[src/rtl/daf_pkg.sv]
package daf_pkg;
  localparam int BYTE_W     = 8;
  localparam int ADDR_BYTES = 6;
  localparam int ADDR_W     = BYTE_W * ADDR_BYTES;
  localparam int CRC_W      = 32;
  localparam int HASH_W     = 6;
  localparam int HALF_W     = 2 ** (HASH_W - 1);
  localparam int TABLE_W    = 2 * HALF_W;
  localparam int IG_BIT     = ADDR_W - BYTE_W;
  localparam logic [CRC_W-1:0]  CRC_POLY   = 32'h04C11DB7;
  localparam logic [ADDR_W-1:0] PAUSE_ADDR = 48'h0180C2000001;

  typedef struct packed {
    logic clearAddr;
    logic takeByte;
    logic lastByte;
  } ctrlStrobes_t;

  typedef enum logic [1:0] {
    PATH_EXACT,
    PATH_IND_HASH,
    PATH_PAUSE,
    PATH_GRP_HASH
  } decisionPath_t;
endpackage

[src/rtl/daf_ctrl.sv]
module daf_ctrl
  import daf_pkg::*;
#(
  parameter int N_BYTES = ADDR_BYTES
) (
  input  logic         clk,
  input  logic         rstN,
  input  logic         sofStrobe,
  input  logic         byteValid,
  output ctrlStrobes_t strobes
);
  localparam int CW = $clog2(N_BYTES + 1);

  logic          armed;
  logic [CW-1:0] byteCnt;

  always_comb begin
    strobes.clearAddr = sofStrobe;
    strobes.takeByte  = armed && byteValid && !sofStrobe;
    strobes.lastByte  = strobes.takeByte && (byteCnt == CW'(N_BYTES - 1));
  end

  always_ff @(posedge clk) begin
    if (!rstN) begin
      armed   <= 1'b0;
      byteCnt <= '0;
    end else if (sofStrobe) begin
      armed   <= 1'b1;
      byteCnt <= '0;
    end else if (strobes.takeByte) begin
      byteCnt <= byteCnt + 1'b1;
      if (strobes.lastByte) armed <= 1'b0;
    end
  end


  cnt_range_chk: assert property (@(posedge clk) disable iff (!rstN)
    armed |-> (byteCnt < CW'(N_BYTES)));


  last_disarm_chk: assert property (@(posedge clk) disable iff (!rstN)
    strobes.lastByte && !sofStrobe |=> !armed);
endmodule

[src/rtl/daf_datapath.sv]
module daf_datapath
  import daf_pkg::*;
(
  input  logic               clk,
  input  logic               rstN,
  input  ctrlStrobes_t       strobes,
  input  logic [BYTE_W-1:0]  byteData,
  input  logic [ADDR_W-1:0]  stationAddr,
  input  logic [HALF_W-1:0]  indHashHi,
  input  logic [HALF_W-1:0]  indHashLo,
  input  logic [HALF_W-1:0]  grpHashHi,
  input  logic [HALF_W-1:0]  grpHashLo,
  input  logic               flowCtlEn,
  output logic               verdictValid,
  output logic               verdictAccept
);
  localparam int N_TABLES = 2;

  logic [ADDR_W-1:0] addrReg, addrNext;
  logic [CRC_W-1:0]  crcReg, crcNext;
  logic [HASH_W-1:0] hashIdx;
  logic [N_TABLES-1:0][TABLE_W-1:0] tables;
  logic [N_TABLES-1:0] tableHit;
  logic isGroup, exactHit, pauseHit, acceptNext;
  decisionPath_t path;

  function automatic logic [CRC_W-1:0] crcStep(input logic [CRC_W-1:0] c,
                                               input logic [BYTE_W-1:0] b);
    logic [CRC_W-1:0] r;
    logic fb;
    r = c;
    for (int i = 0; i < BYTE_W; i++) begin
      fb = r[CRC_W-1] ^ b[i];
      r  = {r[CRC_W-2:0], 1'b0};
      if (fb) r = r ^ CRC_POLY;
    end
    return r;
  endfunction

  always_comb begin
    addrNext = {addrReg[ADDR_W-BYTE_W-1:0], byteData};
    crcNext  = crcStep(crcReg, byteData);
    hashIdx  = crcNext[CRC_W-1 -: HASH_W];
  end

  assign tables[0] = {indHashHi, indHashLo};
  assign tables[1] = {grpHashHi, grpHashLo};

  for (genvar t = 0; t < N_TABLES; t++) begin : g_lookup
    assign tableHit[t] = tables[t][hashIdx];
  end

  always_comb begin
    isGroup  = addrNext[IG_BIT];
    exactHit = (addrNext == stationAddr);
    pauseHit = (addrNext == PAUSE_ADDR) && flowCtlEn;
    if (!isGroup) path = exactHit ? PATH_EXACT : PATH_IND_HASH;
    else          path = pauseHit ? PATH_PAUSE : PATH_GRP_HASH;
    unique case (path)
      PATH_EXACT,
      PATH_PAUSE:    acceptNext = 1'b1;
      PATH_IND_HASH: acceptNext = tableHit[0];
      PATH_GRP_HASH: acceptNext = tableHit[1];
      default:       acceptNext = 1'b0;
    endcase
  end

  always_ff @(posedge clk) begin
    if (!rstN) begin
      crcReg  <= '1;
      addrReg <= '0;
    end else if (strobes.clearAddr) begin
      crcReg  <= '1;
      addrReg <= '0;
    end else if (strobes.takeByte) begin
      crcReg  <= crcNext;
      addrReg <= addrNext;
    end
  end

  always_ff @(posedge clk) begin
    if (!rstN) begin
      verdictValid  <= 1'b0;
      verdictAccept <= 1'b0;
    end else begin
      verdictValid  <= strobes.lastByte;
      verdictAccept <= strobes.lastByte && acceptNext;
    end
  end


  crc_preset_chk: assert property (@(posedge clk) disable iff (!rstN)
    strobes.clearAddr |=> (crcReg == '1));


  valid_pulse_chk: assert property (@(posedge clk) disable iff (!rstN)
    verdictValid |=> !verdictValid);


  exact_accept_chk: assert property (@(posedge clk) disable iff (!rstN)
    strobes.lastByte && !addrNext[IG_BIT] && (addrNext == stationAddr)
      |=> verdictValid && verdictAccept);


  pause_accept_chk: assert property (@(posedge clk) disable iff (!rstN)
    strobes.lastByte && flowCtlEn && (addrNext == PAUSE_ADDR)
      |=> verdictValid && verdictAccept);


  sof_no_verdict_chk: assert property (@(posedge clk) disable iff (!rstN)
    strobes.clearAddr |=> !verdictValid);
endmodule

[src/rtl/dest_addr_filter.sv]
module dest_addr_filter
  import daf_pkg::*;
(
  input  logic               clk,
  input  logic               rstN,
  input  logic               sofStrobe,
  input  logic               byteValid,
  input  logic [BYTE_W-1:0]  byteData,
  input  logic [ADDR_W-1:0]  stationAddr,
  input  logic [HALF_W-1:0]  indHashHi,
  input  logic [HALF_W-1:0]  indHashLo,
  input  logic [HALF_W-1:0]  grpHashHi,
  input  logic [HALF_W-1:0]  grpHashLo,
  input  logic               flowCtlEn,
  output logic               verdictValid,
  output logic               verdictAccept
);
  ctrlStrobes_t strobes;

  daf_ctrl #(.N_BYTES(ADDR_BYTES)) uCtrl (
    .clk       (clk),
    .rstN      (rstN),
    .sofStrobe (sofStrobe),
    .byteValid (byteValid),
    .strobes   (strobes)
  );

  daf_datapath uDp (
    .clk           (clk),
    .rstN          (rstN),
    .strobes       (strobes),
    .byteData      (byteData),
    .stationAddr   (stationAddr),
    .indHashHi     (indHashHi),
    .indHashLo     (indHashLo),
    .grpHashHi     (grpHashHi),
    .grpHashLo     (grpHashLo),
    .flowCtlEn     (flowCtlEn),
    .verdictValid  (verdictValid),
    .verdictAccept (verdictAccept)
  );


  accept_qual_chk: assert property (@(posedge clk) disable iff (!rstN)
    verdictAccept |-> verdictValid);
endmodule

[config.mk]
export PLATFORM = sky130hd
export DESIGN_NAME = dest_addr_filter
export DESIGN_NICKNAME = d
export VERILOG_FILES = /design/src/rtl/daf_pkg.sv /design/src/rtl/daf_ctrl.sv /design/src/rtl/daf_datapath.sv /design/src/rtl/dest_addr_filter.sv
export SDC_FILE = /design/constraint.sdc
export NUM_CORES = 1
export LEC_CHECK = 0
export BUFFER_PORTS_ARGS = -buffer_cell sky130_fd_sc_hd__buf_2
export CORE_UTILIZATION = 51
export DETAILED_ROUTE_END_ITERATION = 6
export PLACE_DENSITY = 0.84
export SYNTH_ARGS = -nofsm -noshare
export SYNTH_HDL_FRONTEND = slang
export SYNTH_SLANG_ARGS = --single-unit
[constraint.sdc]
create_clock -name clk -period 4 [get_ports clk]
set_input_delay 0.8 -clock clk [delete_from_list [all_inputs] [get_ports clk]]
set_output_delay 0.8 -clock clk [all_outputs]
set_load 0.05 [all_outputs]
Yosys cells after proc, flatten, opt, wreduce, memory -nomap -nowiden

Index checks and enable logic that the tools add are counted.
Widths: inputs -> output; s select.

Word-level logic and storage cells: 62
Output and inout bits: 2
Bits in registers: 78

Add/sub/neg operators: 1
Reduce and logical (&&, ||, !) cells: 12
Muxes and demuxes: 19
Bitwise operators: 17
$lt $le $gt $ge: 1
Eq/ne operators: 6

Operators with widths:

| kind                 | number |
|---|---|
| $mux 27              | 8 |
| $not 14->14          | 8 |
| $eq 48x41->1 const B | 1 |
| $eq 48x48->1         | 1 |
| $bmux 1 s6           | 2 |
| $xor 1x1->1          | 8 |
| $lt 6x7->1 const B   | 1 |
| $mux 1               | 7 |
| $logic_and 1x1->1    | 5 |
| $eq 2x2->1 const B   | 2 |
| $reduce_bool 2->1    | 2 |
| $reduce_or 2->1      | 2 |
| $add 3x1->3 const B  | 1 |
| $eq 3x3->1 const B   | 1 |
| $pmux 1 s3           | 1 |
| $eq 2x1->1 const B   | 1 |
| $logic_not 2->1      | 1 |
| $mux 2               | 1 |
| $reduce_and 2->1     | 1 |
| $logic_not 1->1      | 1 |
| $not 1->1            | 1 |

Longest topological paths before layout

Gate-level depths: netlist of run 1.

Depth after elaboration: 20
Mapped depth: 12
Mapped depth without buffers: 9

By module

A second synthesis of run 1 with hierarchy kept.

Cell total of the unflattened synthesis: 665
Area, all modules: 5511.5 um2

Modules (own cells, without submodules):

| module       | cells each | area an instance (um2) | times used |
|---|---|---|---|
| daf_datapath | 640        | 5287.6                 | 1 |
| daf_ctrl     | 25         | 224.0                  | 1 |

Worst setup path after synthesis of run 1

OpenSTA, ideal clock, no wires.

Kind: input port to flip-flop
Start point: input port byteData[1]
End point: register uDp.verdictAccept
Stages on the path: 10
Path slack: 885 ps
Data arrival time: 2996 ps
Buffers on the path: 1
Cells stage by stage: xnor2_4 -> xnor3_1 -> xnor2_2 -> buf_6 -> mux4_2 -> mux2_2 -> o21ai_1 -> o211ai_1 -> a21oi_1 -> o2bb2ai_1

Cells in the longest elaborated chain, start to end: 12
Elaborated cells between the ends (all ways): 28

Ends and longest elaborated chain:

| element                      | RTL line              | text |
|---|---|---|
| start, declared              | dest_addr_filter.sv:8 | `input logic [BYTE_W-1:0] byteData,` |
| $xor 1x1->1                  | daf_datapath.sv:33    | `fb = r[CRC_W-1] ^ b[i];` |
| $mux 27                      | daf_datapath.sv:35    | `if (fb) r = r ^ CRC_POLY;` |
| $not 14->14 (no source line) | -                     |  |
| $mux 27 (3 in a row)         | daf_datapath.sv:35    |  |
| $not 14->14 (no source line) | -                     |  |
| $mux 27                      | daf_datapath.sv:35    |  |
| $bmux 1 s6                   | daf_datapath.sv:50    | `assign tableHit[t] = tables[t][hashIdx];` |
| $mux 1 (not written as such) | daf_datapath.sv:50    |  |
| $pmux 1 s3 (*)               | daf_datapath.sv:59    | `unique case (path)` |
| $logic_and 1x1->1 (*)        | daf_datapath.sv:87    | `verdictAccept <= strobes.lastByte && acceptNext;` |
| end signal, assigned         | daf_datapath.sv:87    |  |
| end, declared                | daf_datapath.sv:15    | `output logic verdictAccept` |

Mark *: on every way between the ends. The rest lies on a longest branch, timed or not. The select of a mux whose other input is x is not followed.
A chain may end at the register's enable or synchronous reset.

Worst setup path after layout of run 1

Same ends and word-level chain as after synthesis.

==> impl_metrics.py, run 1 <==
metrics = {
    "status": {
        "status": "completed",
    },
    "critical_path": {
        "worstRegToRegCells": 10,
        "cp_max_fo": 36,
        "cp_slowest_cell": "xnor3_1",
        "cp_cell_sequence": "buf_2, xnor2_4, xnor3_1, xnor2_4, buf_4, mux2i_1, a32oi_1, a31oi_1, or2_1, a2111oi_2, o2bb2ai_1",
        "rr_startpoint": "uDp.crcReg[30]",
        "r2r_end": "uDp.verdictAccept",
        "worstPathRequired_ps": 4280,
        "endpoint": "uDp.verdictAccept",
        "cp_top_family": "XOR/XNOR gates",
        "crit_top_cell": "xnor2_4",
        "crit_path_end_kind": "flip-flop",
        "critPathKind": "input port to flip-flop",
        "crit_buf_inv": 2,
        "cp_num_cells": 11,
        "crit_path_start": "byteData[1]",
        "r2r_slack_ps": 850,
        "worstSetupStartpointType": "input port",
        "arrival_ps": 3630,
        "cpPeakStageDelay_ps": 530,
    },
    "global_route": {
        "gr-total-overflow": 0,
        "grt_pass1_vias": 5209,
        "track_usage_pct": 28.7,
        "grt_max_degree": 49,
        "grt_pass1_wl_mm": 25.0,
        "antenna_found_initial": 0,
    },
    "logic_synthesis": {
        "synth-edff-count": 0,
        "synth_top_area_cell": "dfxtp_1",
        "ys.flop_type": "dfxtp_1",
        "netlist_instances": 663,
        "seq_area_frac_synth_pct": 28.9,
        "syn-num-nets": 854,
        "yosysUniqueCellTypes": 51,
        "yosys-top-cells-area": "dfxtp_1, xnor2_1, nand2_1",
        "synth_seq_cells": 78,
        "synthesis.area_per_instance_um2": 8.16,
        "synthArstFlopShare_pct": 0,
        "synth_top_area_share_pct": 28.9,
        "synth_area_um2": 5410,
        "yosysWarnings": 0,
    },
    "clocking": {
        "cts_hold_buf": 0,
        "cts_tree": "yes",
        "cts_root_buf": "clkbuf_8",
        "htree_levels": 3,
        "cts_resized": 0,
        "cts-buffers-inserted": 9,
        "clk_pin_slew_ps": 80,
        "postCtsSetupRepairBufs": 0,
        "cts_buffer_depth": 2,
        "clkSinkCount": 78,
        "clock_latency_ps": 360,
    },
    "sta": {
        "maxSlewHeadroom_pct": 42.9,
        "whs_ps": 489,
        "grt_setup_unrepaired": "false",
        "clock.fmax_ghz": 0.298,
        "slew_violations": 0,
        "worst_pin_slew_ps": 853,
        "tns_ps": 0,
        "hold_viol": 0,
        "setup_viol": 0,
        "finClkSkew_ps": 15.0,
        "timing.final.crit_period_ps": 3360,
        "period_share_pct": 83.9,
    },
    "floorplan": {
        "core_um2": 10300,
        "ios": 191,
        "dieArea_um2": 11000,
        "initial_core_util_pct": 52.4,
        "rows": 37,
        "die_height_um": 105,
        "fp.dieW_um": 105,
    },
    "finish": {
        "diodes": 0,
        "final_nets": 1033,
        "area_growth_pct": 24.4,
        "final_core_util_pct": 65.2,
        "drive_gt1_share_pct": 29.6,
    },
    "drt": {
        "vias": 5379,
        "vias_per_cell": 5.47,
        "postRouteAntennaNets": 0,
        "avgRoutedWirePerCell_um": 15.9,
        "drc": 0,
        "drt-total-wl_mm": 15.6,
        "drt-initial-drc-count": 348,
        "drt_pre_antenna_iters": 5,
    },
    "placement": {
        "hpwlAfterDp_mm": 12.0,
        "portBuffers": 190,
        "place_congestion": 0.991,
    },
    "power": {
        "p_per_area_nw_per_um2": 368,
        "ir_drop_uv": 239,
        "p_leak_nw": 2.82,
    },
    "run": {
        "maxCapViolations": 0,
    },
    "min_path": {
        "min_path_type": "flip-flop to flip-flop",
    },
}
## metrics by stage
stage | instances | instance area [µm²] | total power (W) | worst slack (ps)
finish | 983 | 6730 | 0.00247 | 644
floorplan | 663 | 5410 | 0.00159 | 885
global placement | 967 | 6530 | 0.00187 | 329
detailed placement | 967 | 6530 | 0.00188 | 302
CTS | 983 | 6730 | 0.00247 | 637
global route | 983 | 6730 | 0.00261 | 380
## cell usage after synthesis (3+ instances only)
cell type / count
nand4_1: 24
a21oi_1: 48
o211ai_1: 34
a31oi_1: 3
nor4_1: 11
nand3_1: 18
nand2_1: 178
nor4b_1: 3
a32oi_1: 8
mux2i_1: 24
clkbuf_1: 27
nor2_1: 22
mux4_2: 5
nor2b_1: 3
xor2_1: 17
xnor3_1: 3
xnor2_1: 93
buf_2: 8
xnor2_2: 8
buf_1: 3
dfxtp_1: 78
mux2_2: 4
## tightest hold or removal path: cells and delay by family, from the launching register on
kind / cells / cell delay (ps)
simple gates: 1 / 60
flops: 1 / 340
compound gates: 1 / 50
## placed cells by master (no fill, tap or decap), types with 3 or more instances in the layout
master,instances
buf_2,190
o211ai_1,34
xnor2_2,7
mux2i_1,24
nand2_1,177
a21oi_1,48
xnor3_1,3
nand4_1,24
xnor2_4,4
dfxtp_1,78
nand3_1,18
mux2_2,4
nor4_1,11
nor4b_1,3
nor2_1,22
a32oi_1,8
xnor2_1,92
mux4_2,5
a31oi_1,3
xor2_1,17
clkbuf_8,9
buf_4,20
## final cells by class
class	instances	area, µm²
Fill cell	891	3600
Clock inverter	6	71.3
Inverter	2	7.51
Clock buffer	10	128
Sequential cell	78	1560
Multi-Input combinational cell	541	3690
Timing Repair Buffer	210	1100
Tap cell	136	170
## worst min-delay path by stage
| stage | start | to | slack [ps] | cells past startpoint |
|---|---|---|---|---|
| after global routing | uDp.addrReg[33] | uDp.addrReg[33] | 510 | 2 |
| after CTS | uDp.addrReg[33] | uDp.addrReg[33] | 490 | 2 |
| final | uDp.addrReg[33] | uDp.addrReg[33] | 490 | 2 |
| after global placement | uDp.addrReg[36] | uDp.addrReg[36] | 470 | 2 |
| after detailed placement | uDp.addrReg[33] | uDp.addrReg[33] | 480 | 2 |
| after floorplan | uDp.crcReg[19] | uDp.crcReg[19] | 460 | 2 |
## power breakdown
part / leakage (nW) / switching (W) / internal (W)
clock: 0.0931 / 0.000313 / 0.000293
combinational: 2.10 / 0.000587 / 0.000481
sequential: 0.632 / 0.0000118 / 0.000789
## flip-flops by register name, indices dropped and copies added, names as in the netlist
signal / flops
uDp.crcReg: 32
uCtrl.byteCnt: 3
uDp.verdictAccept: 1
uCtrl.armed: 1
uDp.verdictValid: 1
uDp.addrReg: 40
## metal layers
metal  up-vias  wire [µm]  global-route usage [%]
met5         -          0                       0
met4         0        342                    9.56
met3        27       1020                    5.55
met2       227       7960                    52.3
met1      2471       6270                    33.3
li1       2654          -                       -
## kinds of logic after synthesis
| group | Yosys count | synth area share, % |
|---|---|---|
| buf+inv | 44 | 3.61 |
| compound gates | 108 | 13.1 |
| xor+xnor | 127 | 24.0 |
| fa+ha+maj | 2 | 0.463 |
| mux | 35 | 8.33 |
| flops | 78 | 28.9 |
| simple gates | 269 | 21.6 |
Power figures use the tool's default switching activity.
==> inputs of run 2 (changes only) <==
==> constraint.sdc (replaced) <==
create_clock -name clk -period 3.45 [get_ports clk]
set_input_delay 0.69 -clock clk [delete_from_list [all_inputs] [get_ports clk]]
set_output_delay 0.69 -clock clk [all_outputs]
set_load 0.05 [all_outputs]
==> run 2 against run 1 <==
  * Global-route usage increased by 0.72 points
  * Design area increased by 1.8%
  * Total power increased by 20%
  * Die area unchanged
  * Clock skew decreased by 5.1 ps
  * Non-clock buffer count increased by 7
  * Utilization increased by 1.2 points
  * Routed wire length increased by 1.1%
  * Highest routed layer unchanged
==> impl_metrics.py, run 2 (synthesis results as in run 1) <==
metrics = {
    "status": {
        "status": "completed",
    },
    "clocking": {
        "cts_root_buf": "clkbuf_8",
        "clkSinkCount": 78,
        "cts_resized": 0,
        "postCtsSetupRepairBufs": 0,
        "cts_tree": "yes",
        "htree_levels": 3,
        "cts_hold_buf": 0,
        "cts-buffers-inserted": 9,
        "clk_pin_slew_ps": 90,
        "clock_latency_ps": 360,
        "cts_buffer_depth": 2,
    },
    "sta": {
        "slew_violations": 0,
        "grt_setup_unrepaired": "false",
        "tns_ps": 0,
        "hold_viol": 0,
        "timing.final.crit_period_ps": 2960,
        "finClkSkew_ps": 9.95,
        "setup_viol": 0,
        "whs_ps": 493,
        "clock.fmax_ghz": 0.338,
        "worst_pin_slew_ps": 783,
        "period_share_pct": 85.8,
        "maxSlewHeadroom_pct": 47.6,
    },
    "finish": {
        "final_nets": 1040,
        "largest_reg_flops": 40,
        "top_register": "uDp.addrReg",
        "reg_top3": "uDp.addrReg: 40 flops, uDp.crcReg: 32 flops, uCtrl.byteCnt: 3 flops",
        "area_growth_pct": 26.6,
        "instances_no_fill": 990,
        "drive_gt1_share_pct": 30.3,
        "diodes": 0,
        "layout_commonest_cell": "buf_2",
        "final_cell_mix": "buf_2, nand2_1, xnor2_1",
        "fillers": 906,
    },
    "global_route": {
        "track_usage_pct": 29.4,
        "grt_max_degree": 63,
        "antenna_found_initial": 0,
        "gr-total-overflow": 0,
        "grt_pass1_vias": 5303,
        "grt_pass1_wl_mm": 25.5,
    },
    "placement": {
        "placedCellCount": 974,
        "portBuffers": 190,
        "hpwlAfterDp_mm": 12.0,
        "place_congestion": 0.981,
    },
    "power": {
        "total_power_w": 0.00296,
        "p_leak_nw": 2.88,
        "p_per_area_nw_per_um2": 433,
        "ir_drop_uv": 352,
    },
    "drt": {
        "drt_pre_antenna_iters": 5,
        "vias": 5441,
        "drt-total-wl_mm": 15.8,
        "drt-initial-drc-count": 330,
        "vias_per_cell": 5.50,
        "postRouteAntennaNets": 0,
        "drc": 0,
        "avgRoutedWirePerCell_um": 15.9,
    },
    "run": {
        "maxCapViolations": 0,
    },
    "floorplan": {
        "dieArea_um2": 11000,
        "die_height_um": 105,
        "rows": 37,
        "ios": 191,
        "core_um2": 10300,
        "initial_core_util_pct": 52.4,
        "fp.dieW_um": 105,
    },
    "min_path": {
        "min_path_type": "flip-flop to flip-flop",
    },
    "critical_path": {
        "worstSetupStartpointType": "input port",
        "arrival_ps": 3210,
        "worstPathRequired_ps": 3700,
        "critPathKind": "input port to flip-flop",
        "cp_max_fo": 4,
        "crit_path_end_kind": "flip-flop",
    },
}
run 2: metal layers:
metal  wire length [µm]  global-route usage, %  vias up
met5                  0                      0        -
met3               1020                   3.49       34
met4                504                   13.8        0
li1                   -                      -     2678
met2               7850                   52.1      264
met1               6380                   35.3     2465
run 2: final timing paths:
path | from | end | slack [ps] | cells past startpoint
setup / recovery | byteData[1] | uDp.verdictAccept | 490 | 9
hold / removal | uDp.addrReg[33] | uDp.addrReg[33] | 490 | 2
setup reg to reg | uDp.crcReg[30] | uDp.verdictAccept | 570 | 8
hold reg to reg | uDp.addrReg[33] | uDp.addrReg[33] | 490 | 2
run 2: metrics by stage:
| stage | worst slack [ps] | utilization (%) | instance area (µm²) |
|---|---|---|---|
| final | 489 | 66.3 | 6850 |
| after global routing | 340 | 66.3 | 6850 |
| after CTS | 514 | 66.3 | 6850 |
| after detailed placement | 146 | 64.3 | 6640 |
| after global placement | 176 | 64.3 | 6640 |
| after floorplan | 445 | - | 5410 |
run 2: cell type report:
cell class                      count  area (µm²)  area share [%]
Clock inverter                      7        78.8            1.15
Timing Repair Buffer              217        1220            17.8
Tap cell                          136         170            2.49
Inverter                            2        7.51           0.110
Sequential cell                    78        1560            22.8
Multi-Input combinational cell    541        3690            53.9
Clock buffer                        9         124            1.81
run 2: where the power goes:
group | switching (W) | leakage (nW) | internal, W
Combinational | 0.000708 | 2.15 | 0.000616
Sequential | 0.0000137 | 0.632 | 0.000915
Clock | 0.000367 | 0.0982 | 0.000343
Total | 0.00109 | 2.88 | 0.00187
run 2: worst max-delay path, cell delays in order:
cell and delay (ps):
buf_2 190, xnor2_4 140, xnor3_1 430, xnor2_4 310
mux4_1 650, a2111oi_0 460, nor4_1 100, a21oi_1 160
o2bb2ai_1 70
==> inputs of run 3 (changes only) <==
--- a/config.mk
+++ b/config.mk
@@ -6,9 +6,10 @@
 export NUM_CORES = 1
 export LEC_CHECK = 0
 export BUFFER_PORTS_ARGS = -buffer_cell sky130_fd_sc_hd__buf_2
-export CORE_UTILIZATION = 51
+export CORE_UTILIZATION = 47
 export DETAILED_ROUTE_END_ITERATION = 6
-export PLACE_DENSITY = 0.84
+export PLACE_DENSITY = 0.79
+export REMOVE_ABC_BUFFERS = 1
 export SYNTH_ARGS = -nofsm -noshare
 export SYNTH_HDL_FRONTEND = slang
 export SYNTH_SLANG_ARGS = --single-unit
==> run 3 against run 2 <==
  * Register-to-register slack worse by 130 ps
  * Final cell count is 0.71% higher
  * Die area is 8.3% higher
  * Largest cell class unchanged
==> impl_metrics.py, run 3 (synthesis results as in run 1) <==
metrics = {
    "status": {
        "status": "completed",
    },
    "floorplan": {
        "initial_core_util_pct": 49.0,
        "ios": 191,
        "dieArea_um2": 11900,
        "fp.dieW_um": 109,
        "rows": 38,
        "die_height_um": 109,
        "core_um2": 11000,
    },
    "min_path": {
        "min_path_type": "flip-flop to flip-flop",
    },
    "placement": {
        "hpwlAfterDp_mm": 12.4,
        "dpl_cell_area_um2": 6620,
        "place_congestion": 0.902,
        "portBuffers": 190,
        "placedCellCount": 981,
    },
    "power": {
        "p_sw_w": 0.00111,
        "switching_share_pct": 35.0,
        "p_int_w": 0.00207,
        "p_per_area_nw_per_um2": 460,
        "ir_drop_uv": 311,
        "p_leak_nw": 2.93,
        "pwr-share-clk_pct": 30.2,
        "p_comb_share_pct": 40.6,
        "seq_power_share_pct": 29.2,
    },
    "finish": {
        "reg_top3": "uDp.addrReg: 40 flops, uDp.crcReg: 32 flops, uCtrl.byteCnt: 3 flops",
        "diodes": 0,
        "area_growth_pct": 27.9,
        "final_nets": 1043,
        "seqCellArea_um2": 1560,
        "top_register": "uDp.addrReg",
        "drive_gt1_share_pct": 30.5,
        "multi_input_area_um2": 3690,
        "final_core_util_pct": 62.7,
        "final_cell_mix": "buf_2, nand2_1, xnor2_1",
        "largest_reg_flops": 40,
        "layout_commonest_cell": "buf_2",
        "fillers": 994,
        "finish.instance_area_um2": 6920,
        "instances_no_fill": 997,
    },
    "drt": {
        "postRouteAntennaNets": 0,
        "drt-total-wl_mm": 16.1,
        "avgRoutedWirePerCell_um": 16.1,
        "drc": 0,
        "drt_pre_antenna_iters": 5,
        "drt-initial-drc-count": 458,
        "vias_per_cell": 5.55,
        "vias": 5538,
    },
    "sta": {
        "hold_viol": 0,
        "period_share_pct": 90.8,
        "worst_pin_slew_ps": 789,
        "timing.final.crit_period_ps": 3130,
        "clock.fmax_ghz": 0.319,
        "maxSlewHeadroom_pct": 47.1,
        "slew_violations": 0,
        "whs_ps": 490,
        "finClkSkew_ps": 5.80,
        "setup_viol": 0,
        "grt_setup_unrepaired": "false",
        "tns_ps": 0,
    },
    "critical_path": {
        "cpPeakStageDelay_ps": 450,
        "cp_cell_sequence": "buf_2, xnor2_2, xnor3_1, xnor2_4, buf_4, mux2i_1, a32oi_1, a31oi_1, or2_1, a2111oi_2, o2bb2ai_1",
        "arrival_ps": 3390,
        "worstPathRequired_ps": 3710,
        "crit_path_end_kind": "flip-flop",
        "cp_max_fo": 22,
        "worstSetupStartpointType": "input port",
        "critPathKind": "input port to flip-flop",
        "cp_slowest_cell": "xnor2_4",
    },
    "global_route": {
        "track_usage_pct": 26.9,
        "antenna_found_initial": 0,
        "grt_max_degree": 66,
        "gr-total-overflow": 0,
        "grt_pass1_vias": 5136,
        "grt_pass1_wl_mm": 24.7,
    },
    "clocking": {
        "clk_pin_slew_ps": 60,
        "cts-buffers-inserted": 9,
        "clock_latency_ps": 330,
        "cts_tree": "yes",
        "cts_root_buf": "clkbuf_16",
        "postCtsSetupRepairBufs": 0,
        "cts_resized": 0,
        "htree_levels": 3,
        "cts_hold_buf": 0,
        "clkSinkCount": 78,
        "cts_buffer_depth": 2,
    },
    "run": {
        "maxCapViolations": 0,
    },
}
[run 3: worst paths after layout]
path	startpoint	endpoint	slack [ps]	cells after the start
max reg2reg	uDp.crcReg[30]	uDp.verdictAccept	440	10
min reg2reg	uDp.addrReg[39]	uDp.addrReg[39]	490	2
min	uDp.addrReg[39]	uDp.addrReg[39]	490	2
max	byteData[7]	uDp.verdictAccept	320	11
[run 3: critical path: cells and delay by family]
kind | cells | cell delay (ps)
XOR/XNOR | 3 | 1060
AO/OA/AOI/OAI | 4 | 760
buffers and inverters | 2 | 500
AND/OR/NAND/NOR | 1 | 260
multiplexers | 1 | 110
[run 3: final cells by class]
| type | instances | share of cell area, % |
|---|---|---|
| clock inverters | 6 | 1.03 |
| flip-flops and latches | 78 | 22.6 |
| clock buffers | 10 | 3.31 |
| repair buffers | 220 | 17.2 |
| well taps | 140 | 2.53 |
| multi-input cells | 541 | 53.3 |
| inverters | 2 | 0.108 |
[run 3: metrics by stage]
| step | setup WS [ps] | total power, W |
|---|---|---|
| finish | 318 | 0.00318 |
| global route | 86.2 | 0.00334 |
| CTS | 317 | 0.00318 |
| detailed placement | 4.07 | 0.00222 |
| global placement | 34.9 | 0.00221 |
| floorplan | -553 | 0.00179 |
[run 3: per-layer routing]
layer  track usage [%]  routed length, µm
met1              33.1               6420
met4              10.2                439
met2              47.8               8090
met5                 0                  0
met3              3.29               1140
[run 3: power by group through the flow]
stage | sequential, W | clock, W | combinational, W
6_report | 0.000930 | 0.000962 | 0.00129
3_5_place_dp | 0.000950 | 0 | 0.00127
3_3_place_gp | 0.000949 | 0 | 0.00126
4_1_cts | 0.000930 | 0.000965 | 0.00128
2_1_floorplan | 0.000947 | 0 | 0.000840
5_1_grt | 0.000931 | 0.00101 | 0.00140
